### src/rtl/sock_evt_pkg.sv
package sock_evt_pkg;

    typedef enum logic [1:0] {
        CARD_MEM16 = 2'd0,
        CARD_IO16  = 2'd1,
        CARD_BUS32 = 2'd2,
        CARD_NONE  = 2'd3
    } card_kind_e;

    localparam int NUM_CHG    = 6;
    localparam int CHG_BATT1  = 0;
    localparam int CHG_BATT2  = 1;
    localparam int CHG_READY  = 2;
    localparam int CHG_STAT   = 3;
    localparam int CHG_DETECT = 4;
    localparam int CHG_PWR    = 5;
    localparam int FUNC_BIT   = 6;
    localparam int PIN_W      = 5;

    typedef struct packed {
        logic [1:0] cd;
        logic       c;
        logic       b;
        logic       a;
    } sock_pins_t;

    function automatic logic kind_has_func(card_kind_e k);
        return (k == CARD_IO16) || (k == CARD_BUS32);
    endfunction

    function automatic logic kind_is_mem(card_kind_e k);
        return k == CARD_MEM16;
    endfunction

endpackage

### src/rtl/sock_sync.sv
module sock_sync #(
    parameter int W      = 5,
    parameter int STAGES = 2
) (
    input  logic         clk,
    input  logic         rst,
    input  logic [W-1:0] d,
    output logic [W-1:0] q
);
    logic [W-1:0] stg_q [STAGES];

    for (genvar i = 0; i < STAGES; i++) begin : g_stage
        if (i == 0) begin : g_first
            always_ff @(posedge clk) begin
                if (rst) stg_q[0] <= '0;
                else     stg_q[0] <= d;
            end
        end else begin : g_next
            always_ff @(posedge clk) begin
                if (rst) stg_q[i] <= '0;
                else     stg_q[i] <= stg_q[i-1];
            end
        end
    end

    assign q = stg_q[STAGES-1];
endmodule

### src/rtl/sock_evt_decode.sv
module sock_evt_decode
    import sock_evt_pkg::*;
#(
    parameter int ARM_LEN = 3
) (
    input  logic                clk,
    input  logic                rst,
    input  card_kind_e          kind,
    input  sock_pins_t          pins_s,
    input  logic                pwr_up_done,
    output logic [NUM_CHG-1:0]  set_vec,
    output logic                func_req
);
    localparam int ARM_W = $clog2(ARM_LEN + 1);

    sock_pins_t       prev_q;
    logic [ARM_W-1:0] arm_q;
    logic             armed;
    sock_pins_t       edg;
    sock_pins_t       rise;

    assign armed = (arm_q == ARM_W'(ARM_LEN));

    always_ff @(posedge clk) begin
        if (rst) begin
            prev_q <= '0;
            arm_q  <= '0;
        end else begin
            prev_q <= pins_s;
            if (!armed) arm_q <= arm_q + 1'b1;
        end
    end

    assign edg  = pins_s ^ prev_q;
    assign rise = pins_s & ~prev_q;

    always_comb begin
        set_vec             = '0;
        set_vec[CHG_BATT1]  = armed && kind_is_mem(kind) && edg.a;
        set_vec[CHG_BATT2]  = armed && kind_is_mem(kind) && edg.b;
        set_vec[CHG_READY]  = armed && kind_is_mem(kind) && edg.c;
        set_vec[CHG_STAT]   = armed && kind_has_func(kind) && rise.a;
        set_vec[CHG_DETECT] = armed && (|edg.cd);
        set_vec[CHG_PWR]    = pwr_up_done;
    end

    assign func_req = kind_has_func(kind) && pins_s.c;
endmodule

### src/rtl/sock_flag_bank.sv
module sock_flag_bank
    import sock_evt_pkg::*;
(
    input  logic               clk,
    input  logic               rst,
    input  logic [NUM_CHG-1:0] set_vec,
    input  logic [NUM_CHG-1:0] clr_vec,
    input  logic               mask_wr,
    input  logic [NUM_CHG-1:0] mask_wdata,
    output logic [NUM_CHG-1:0] flags,
    output logic [NUM_CHG-1:0] mask
);
    for (genvar i = 0; i < NUM_CHG; i++) begin : g_bit
        always_ff @(posedge clk) begin
            if (rst) begin
                flags[i] <= 1'b0;
                mask[i]  <= 1'b1;
            end else begin
                if (set_vec[i])      flags[i] <= 1'b1;
                else if (clr_vec[i]) flags[i] <= 1'b0;
                if (mask_wr)         mask[i]  <= mask_wdata[i];
            end
        end
    end
endmodule

### src/rtl/sock_evt_ctrl.sv
module sock_evt_ctrl
    import sock_evt_pkg::*;
#(
    parameter int SYNC_STAGES = 2,
    parameter int REG_W       = 8
) (
    input  logic             clk,
    input  logic             rst,
    input  logic [1:0]       card_kind,
    input  logic             sk_a,
    input  logic             sk_b,
    input  logic             sk_c,
    input  logic [1:0]       sk_cd,
    input  logic             pwr_up_done,
    input  logic             sock_powered,
    input  logic             reg_wr,
    input  logic             reg_addr,
    input  logic [REG_W-1:0] reg_wdata,
    output logic [REG_W-1:0] reg_rdata,
    output logic             irq_status,
    output logic             irq_func
);
    localparam int ARM_LEN = SYNC_STAGES + 1;

    card_kind_e          kind;
    sock_pins_t          pins_raw;
    sock_pins_t          pins_s;
    logic [NUM_CHG-1:0]  set_vec;
    logic [NUM_CHG-1:0]  clr_vec;
    logic [NUM_CHG-1:0]  flag_q;
    logic [NUM_CHG-1:0]  mask_q;
    logic                func_req;
    logic                unused_wr_hi;

    assign kind     = card_kind_e'(card_kind);
    assign pins_raw = '{cd: sk_cd, c: sk_c, b: sk_b, a: sk_a};

    sock_sync #(.W(PIN_W), .STAGES(SYNC_STAGES)) u_sync (
        .clk (clk),
        .rst (rst),
        .d   (pins_raw),
        .q   (pins_s)
    );

    sock_evt_decode #(.ARM_LEN(ARM_LEN)) u_decode (
        .clk         (clk),
        .rst         (rst),
        .kind        (kind),
        .pins_s      (pins_s),
        .pwr_up_done (pwr_up_done),
        .set_vec     (set_vec),
        .func_req    (func_req)
    );

    assign clr_vec = (reg_wr && !reg_addr) ? reg_wdata[NUM_CHG-1:0] : '0;

    sock_flag_bank u_bank (
        .clk        (clk),
        .rst        (rst),
        .set_vec    (set_vec),
        .clr_vec    (clr_vec),
        .mask_wr    (reg_wr && reg_addr),
        .mask_wdata (reg_wdata[NUM_CHG-1:0]),
        .flags      (flag_q),
        .mask       (mask_q)
    );

    assign unused_wr_hi = ^reg_wdata[REG_W-1:NUM_CHG];

    assign irq_status = |(flag_q & ~mask_q);
    assign irq_func   = func_req && sock_powered;

    always_comb begin
        reg_rdata = '0;
        if (!reg_addr) begin
            reg_rdata[NUM_CHG-1:0] = flag_q;
            reg_rdata[FUNC_BIT]    = irq_func;
        end else begin
            reg_rdata[NUM_CHG-1:0] = mask_q;
        end
    end
endmodule

### config.mk
export PLATFORM = sky130hd
export DESIGN_NAME = sock_evt_ctrl
export DESIGN_NICKNAME = d
export VERILOG_FILES = /design/src/rtl/sock_evt_pkg.sv /design/src/rtl/sock_sync.sv /design/src/rtl/sock_evt_decode.sv /design/src/rtl/sock_flag_bank.sv /design/src/rtl/sock_evt_ctrl.sv
export SDC_FILE = /design/constraint.sdc
export NUM_CORES = 1
export LEC_CHECK = 0
export CORE_ASPECT_RATIO = 1.25
export CORE_MARGIN = 2
export CORE_UTILIZATION = 64
export DETAILED_ROUTE_END_ITERATION = 10
export DONT_BUFFER_PORTS = 1
export PLACE_DENSITY = 0.8
export SYNTH_ARGS = -nofsm -noshare
export SYNTH_HDL_FRONTEND = slang
export SYNTH_SLANG_ARGS = --single-unit
export TNS_END_PERCENT = 1
### constraint.sdc
create_clock -name clk -period 1.9 [get_ports clk]
set_clock_uncertainty 0.2 [all_clocks]
set_input_delay 0.38 -clock clk [delete_from_list [all_inputs] [get_ports clk]]
set_output_delay 0.38 -clock clk [all_outputs]
set_load 0.05 [all_outputs]
# Word level (Yosys, flattened, before mapping)
# Memory sizes are Yosys's and may differ from the RTL's.
# Cells that the tools add are included.
op_classes:
  shift: 0
  n_mux: 20
  div_mod_pow: 0
  order_cmp: 0
  n_addsub: 1
  eq_ne: 3
  n_bitwise: 7
  reduce_logical: 22
  multipliers: 0
ops:
  columns: ["cell", "n"]
  rows:
  - ["1-bit two-way mux", 16]
  - ["6-bit two-way mux", 2]
  - ["2-bit nonzero test", 6]
  - ["1-bit logical AND", 11]
  - ["5-bit two-way mux", 2]
  - ["6-bit bitwise AND", 1]
  - ["6-bit NOT", 1]
  - ["6-bit OR reduction", 1]
  - ["5-bit bitwise XOR", 1]
  - ["2-bit == test, second input constant", 2]
  - ["2-bit by 1-bit adder with 2-bit output, second input constant", 1]
  - ["2-bit by 1-bit == test with 1-bit output, second input constant", 1]
  - ["2-bit logical NOT", 1]
  - ["1-bit OR", 2]
  - ["2-bit OR reduction", 1]
  - ["1-bit bitwise AND", 1]
  - ["1-bit logical NOT", 1]
  - ["1-bit logical OR", 1]
  - ["1-bit NOT", 1]
totals:
  rom_bits: 0
  latchBits: 0
  mem_bits_rw: 10
  reg_bits: 19
  word_cells: 71
  mem_count: 1
mem_list:
  columns: ["name", "words", "word_bits", "rd", "rd_ports_with_merged_regs", "wr", "line", "text"]
  rows:
  - ["u_sync.stg_q", 2, 5, 2, 0, 2, "sock_sync.sv:10", "logic [W-1:0] stg_q [STAGES];"]

# Depth between registers and ports, before layout
depth:
  word_depth: 5
  depth_mapped: 4
  mapped_depth_nobuf: 4

# Modules after synthesis
# From an unflattened synthesis, not the netlist that was laid out.
unflattened:
  cells_unflattened: 134
  area_unflattened_um2: 1226.2
by_module_without_submodules:
  columns: ["mod", "n_inst", "cells_per_inst", "seq_area_each_um2", "area_per_inst_um2"]
  rows:
  - ["sock_flag_bank", 1, 44, 240.2, 447.9]
  - ["sock_evt_decode", 1, 35, 140.1, 336.6]
  - ["sock_sync", 1, 20, 200.2, 262.8]
  - ["sock_evt_ctrl", 1, 35, 0.0, 178.9]

# Worst setup path before layout
# No wires, ideal clock.
synth_timing:
  kind: "in2out"
  startpoint: "in card_kind[0]"
  endpoint: "out reg_rdata[6]"
  path_stages: 4
  setup_slack_ns: -0.608
  n_path_buf: 0
  arrival_ns: 1.928
  cell_sequence: "inv_1 ha_1 and3_1 nor2b_1"
synth_via:
  elab_chain_cells: 5
synth_lines:
  columns: ["element", "line", "text"]
  rows:
  - ["start, declared", "sock_evt_ctrl.sv:9", "input logic [1:0] card_kind,"]
  - ["2-bit by 1-bit == test with 1-bit output / 2-bit == test (equally long branches)", "sock_evt_pkg.sv:28", "return (k == CARD_IO16) || (k == CARD_BUS32);"]
  - ["1-bit logical OR *", "sock_evt_pkg.sv:28", null]
  - ["1-bit logical AND *", "sock_evt_decode.sv:47", "assign func_req = kind_has_func(kind) && pins_s.c;"]
  - ["1-bit logical AND *", "sock_evt_ctrl.sv:71", "assign irq_func = func_req && sock_powered;"]
  - ["net irq_func", "sock_evt_ctrl.sv:21", "output logic irq_func"]
  - ["1-bit two-way mux *", "sock_evt_ctrl.sv:75", "if (!reg_addr) begin"]
  - ["end, declared", "sock_evt_ctrl.sv:19", "output logic [REG_W-1:0] reg_rdata,"]
# The timed path passes the listed nets; every way through them passes the cells marked *.

# Final worst setup path
layout_timing:
  startpoint: "reg u_bank.mask[5]"
  endpoint: "out irq_status"
layout_via:
  elab_chain_cells: 3
layout_lines:
  columns: ["element", "line", "text"]
  rows:
  - ["start, declared", "sock_flag_bank.sv:11", "output logic [NUM_CHG-1:0] mask"]
  - ["start signal, assigned by index", "sock_flag_bank.sv:21", "if (mask_wr) mask[i] <= mask_wdata[i];"]
  - ["6-bit NOT", "sock_evt_ctrl.sv:70", "assign irq_status = |(flag_q & ~mask_q);"]
  - ["6-bit bitwise AND", "sock_evt_ctrl.sv:70", null]
  - ["6-bit OR reduction", "sock_evt_ctrl.sv:70", null]
  - ["end, declared", "sock_evt_ctrl.sv:20", "output logic irq_status,"]
# Every way passes these cells.

==> run_results.csv <==
group,metric,value,unit
clock_network,cts_max_level,2,
detailed_routing,wire_per_inst,12.2,µm
yosys,syn_area,1180,µm²
final_layout,layout.nets,164,
placement,placed_cell_area,1240,µm²
final_layout,finalInstanceArea,1370,µm²
worst_setup_path,setup.worst_path.start,"u_bank.mask[5]",
yosys,synth.net_count,149,
pwr,power.density,845,nW/µm²
final_layout,diodes,0,
detailed_routing,drc_errors,0,
global_route,antenna_found_initial,0,
clock_network,cts_buffers,5,
sta,finalCriticalPeriod,1.84,ns
detailed_routing,routed_wl,1940,µm
placement,place_inst,144,
clock_network,cts_tree,"yes",
detailed_routing,viasPerCell,5.52,
sta,slew_headroom,34.8,%
floorplanning,coreArea,1740,µm²
placement,dp_hpwl,1310,µm
sta,hold_ws,0.0815,ns
sta,worstMarginPinSlew,0.975,ns
final_layout,synthToLayoutAreaGrowth,16.2,%
floorplanning,io_pins,31,
worst_setup_path,path_max_fanout,3,
placement,place_congestion,0.755,
worst_setup_path,arrival,1.26,ns
run_status,status,"complete, no violations",
worst_setup_path,r2r-start,"u_decode.arm_q[0]",
clock_network,cts_sinks,29,
global_route,overflow,0,
pwr,p_leak,0.599,nW
yosys,ys_ff_latch,29,
final_layout,drive_above_1_share,15.0,%
detailed_routing,vias,877,
sta,hold_violations,0,
sta,period_share,96.8,%
worst_setup_path,path_class,"register to primary output",
job,cap_violations,0,
clock_network,cts_root_buf,"clkbuf_4",
yosys,avgSynthCellArea,9.53,µm²
sta,fin_tns_setup,0,ns
sta,setup_violations,0,
clock_network,post_cts_buffers,0,
global_route,grt_pass1_wl,3310,µm
yosys,ys_seq_area_share,49.2,%
pwr,finalPower,0.00116,W
detailed_routing,postRouteAntennaNets,0,
detailed_routing,drt_iter0_markers,10,
floorplanning,die_x,42.4,µm
sta,drv_slew,0,
yosys,syn_inst,124,
floorplanning,fp-row-count,17,
final_layout,final_cell_count_no_fill,159,
sta,grt_setup_unrepaired,"false",
worst_setup_path,critPathLaunchType,"register",
clock_network,clock_latency,0.31,ns
yosys,ys_warn_count,0,
floorplanning,start_util,67.7,%
clock_network,clkTransAtPathRegs,0.08,ns
sta,fmax,544,MHz
final_layout,nFillCells,121,
global_route,gr-usage-all-layers,20.7,%
worst_setup_path,cp-end-kind,"primary output",
clock_network,clk_path_buf_depth,2,
global_route,grt_max_degree,30,
worst_hold_path,worstHoldPathType,"input pin to register",
floorplanning,die_y,52.0,µm
floorplanning,die-area,2210,µm²
placement,io_buffers,0,
global_route,grt_pass1_vias,832,
pwr,ir_drop,0.654,mV
worst_hold_path,min_from,"reg_addr",
worst_setup_path,worstPathRequired,1.32,ns
detailed_routing,first_pass_iters,4,
yosys,synth_cell_types,23,
metal layers:
metal	GRT usage (%)	part of all wire [%]	vias up
met2	36.7	51	27
met4	14.1	2.5	0
met1	19.5	39	395
li1	-	-	448
met5	0	0	-
met3	7.99	7.4	7
state kept, by name, indices dropped and copies added (netlist names):
name / flops
u_bank.flags: 6
u_decode.prev_q: 5
u_sync.stg_q: 10
u_bank.mask: 6
u_decode.arm_q: 2
cells in the mapped netlist, drive strengths merged:
cell type | instances | area share [%]
ha | 4 | 4.2
xor2 | 5 | 3.7
o21ai | 7 | 3.0
or3 | 1 | 0.53
nand3b | 7 | 4.4
a211o | 6 | 4.4
dfxtp | 29 | 49
inv | 9 | 2.9
mux2i | 1 | 0.85
a21oi | 3 | 1.3
a32oi | 3 | 2.2
nand2 | 9 | 3.5
nor2 | 6 | 1.9
o22ai | 3 | 1.6
nor2b | 16 | 8.5
conb | 1 | 0.32
clkbuf | 2 | 0.74
and3 | 7 | 3.7
buf | 5 | 3.1
final timing paths:
check / endpoint / slack (ns) / cells after the start
worst max register to register: u_decode.arm_q[1] / 0.67 / 3
worst max-delay path: irq_status / 0.06 / 2
worst min register to register: u_sync.stg_q[1][2] / 0.24 / 1
worst min-delay path: u_bank.mask[1] / 0.08 / 2
repair_timing:
| action | 4_1_cts | 5_1_grt |
|---|---|---|
| resized for setup | 1 | 5 |
| pin swaps | 0 | 1 |
| gates cloned | 0 | 0 |
| hold buffers | 7 | 0 |
| hold endpoints to repair | 29 | 0 |
| setup endpoints to repair | 1 | 1 |
critical path: stages (launching register included):
cell,delay (ns)
dfxtp_1,0.38
o22ai_2,0.09
or3_4,0.48
stage by stage:
stage | util [%] | setup slack [ns]
after floorplan | - | -0.300
after global placement | 71.1 | 0.183
after detailed placement | 71.1 | 0.161
after CTS | 78.2 | 0.0536
after global routing | 78.7 | 0.00619
final | 78.7 | 0.0610
placed cells by master, fill, tap and decap left out, types with 2 or more instances in the layout:
cell type	instances
and3_1	7
nand3b_1	7
o21ai_0	2
a211o_1	6
dfxtp_2	2
buf_4	7
nand2_1	8
nor2b_1	15
xor2_1	5
clkbuf_1	3
nor2_1	6
inv_2	2
dlygate4sd3_1	7
o21ai_1	5
clkbuf_4	5
a21oi_1	3
a32oi_1	3
o22ai_1	2
inv_1	7
ha_1	4
dfxtp_1	27
cell families after synthesis:
family                     share of synthesized area, %
and+or+nand+nor                                    22.6
DFF                                                49.2
AOI/OAI and AO/OA                                  12.5
buffers and inverters                              6.67
xor gates and xnor gates                           3.71
adders and majority gates                          4.24
other                                             0.317
muxes                                             0.847
where the power goes:
part / switching [W] / total, W / internal, W
logic: 0.0000969 / 0.000169 / 0.0000724
registers: 0.0000216 / 0.000663 / 0.000642
clock network: 0.000180 / 0.000327 / 0.000147
area by class of cell:
class,count,area [µm²],share of cell area [%]
clock buffer,8,48.8,3.56
inverter,9,33.8,2.46
multi-input combinational,79,541,39.4
sequential,29,583,42.5
tap,19,23.8,1.73
timing repair buffer,15,143,10.4
Note: power is estimated with default switching activity, not from simulation.
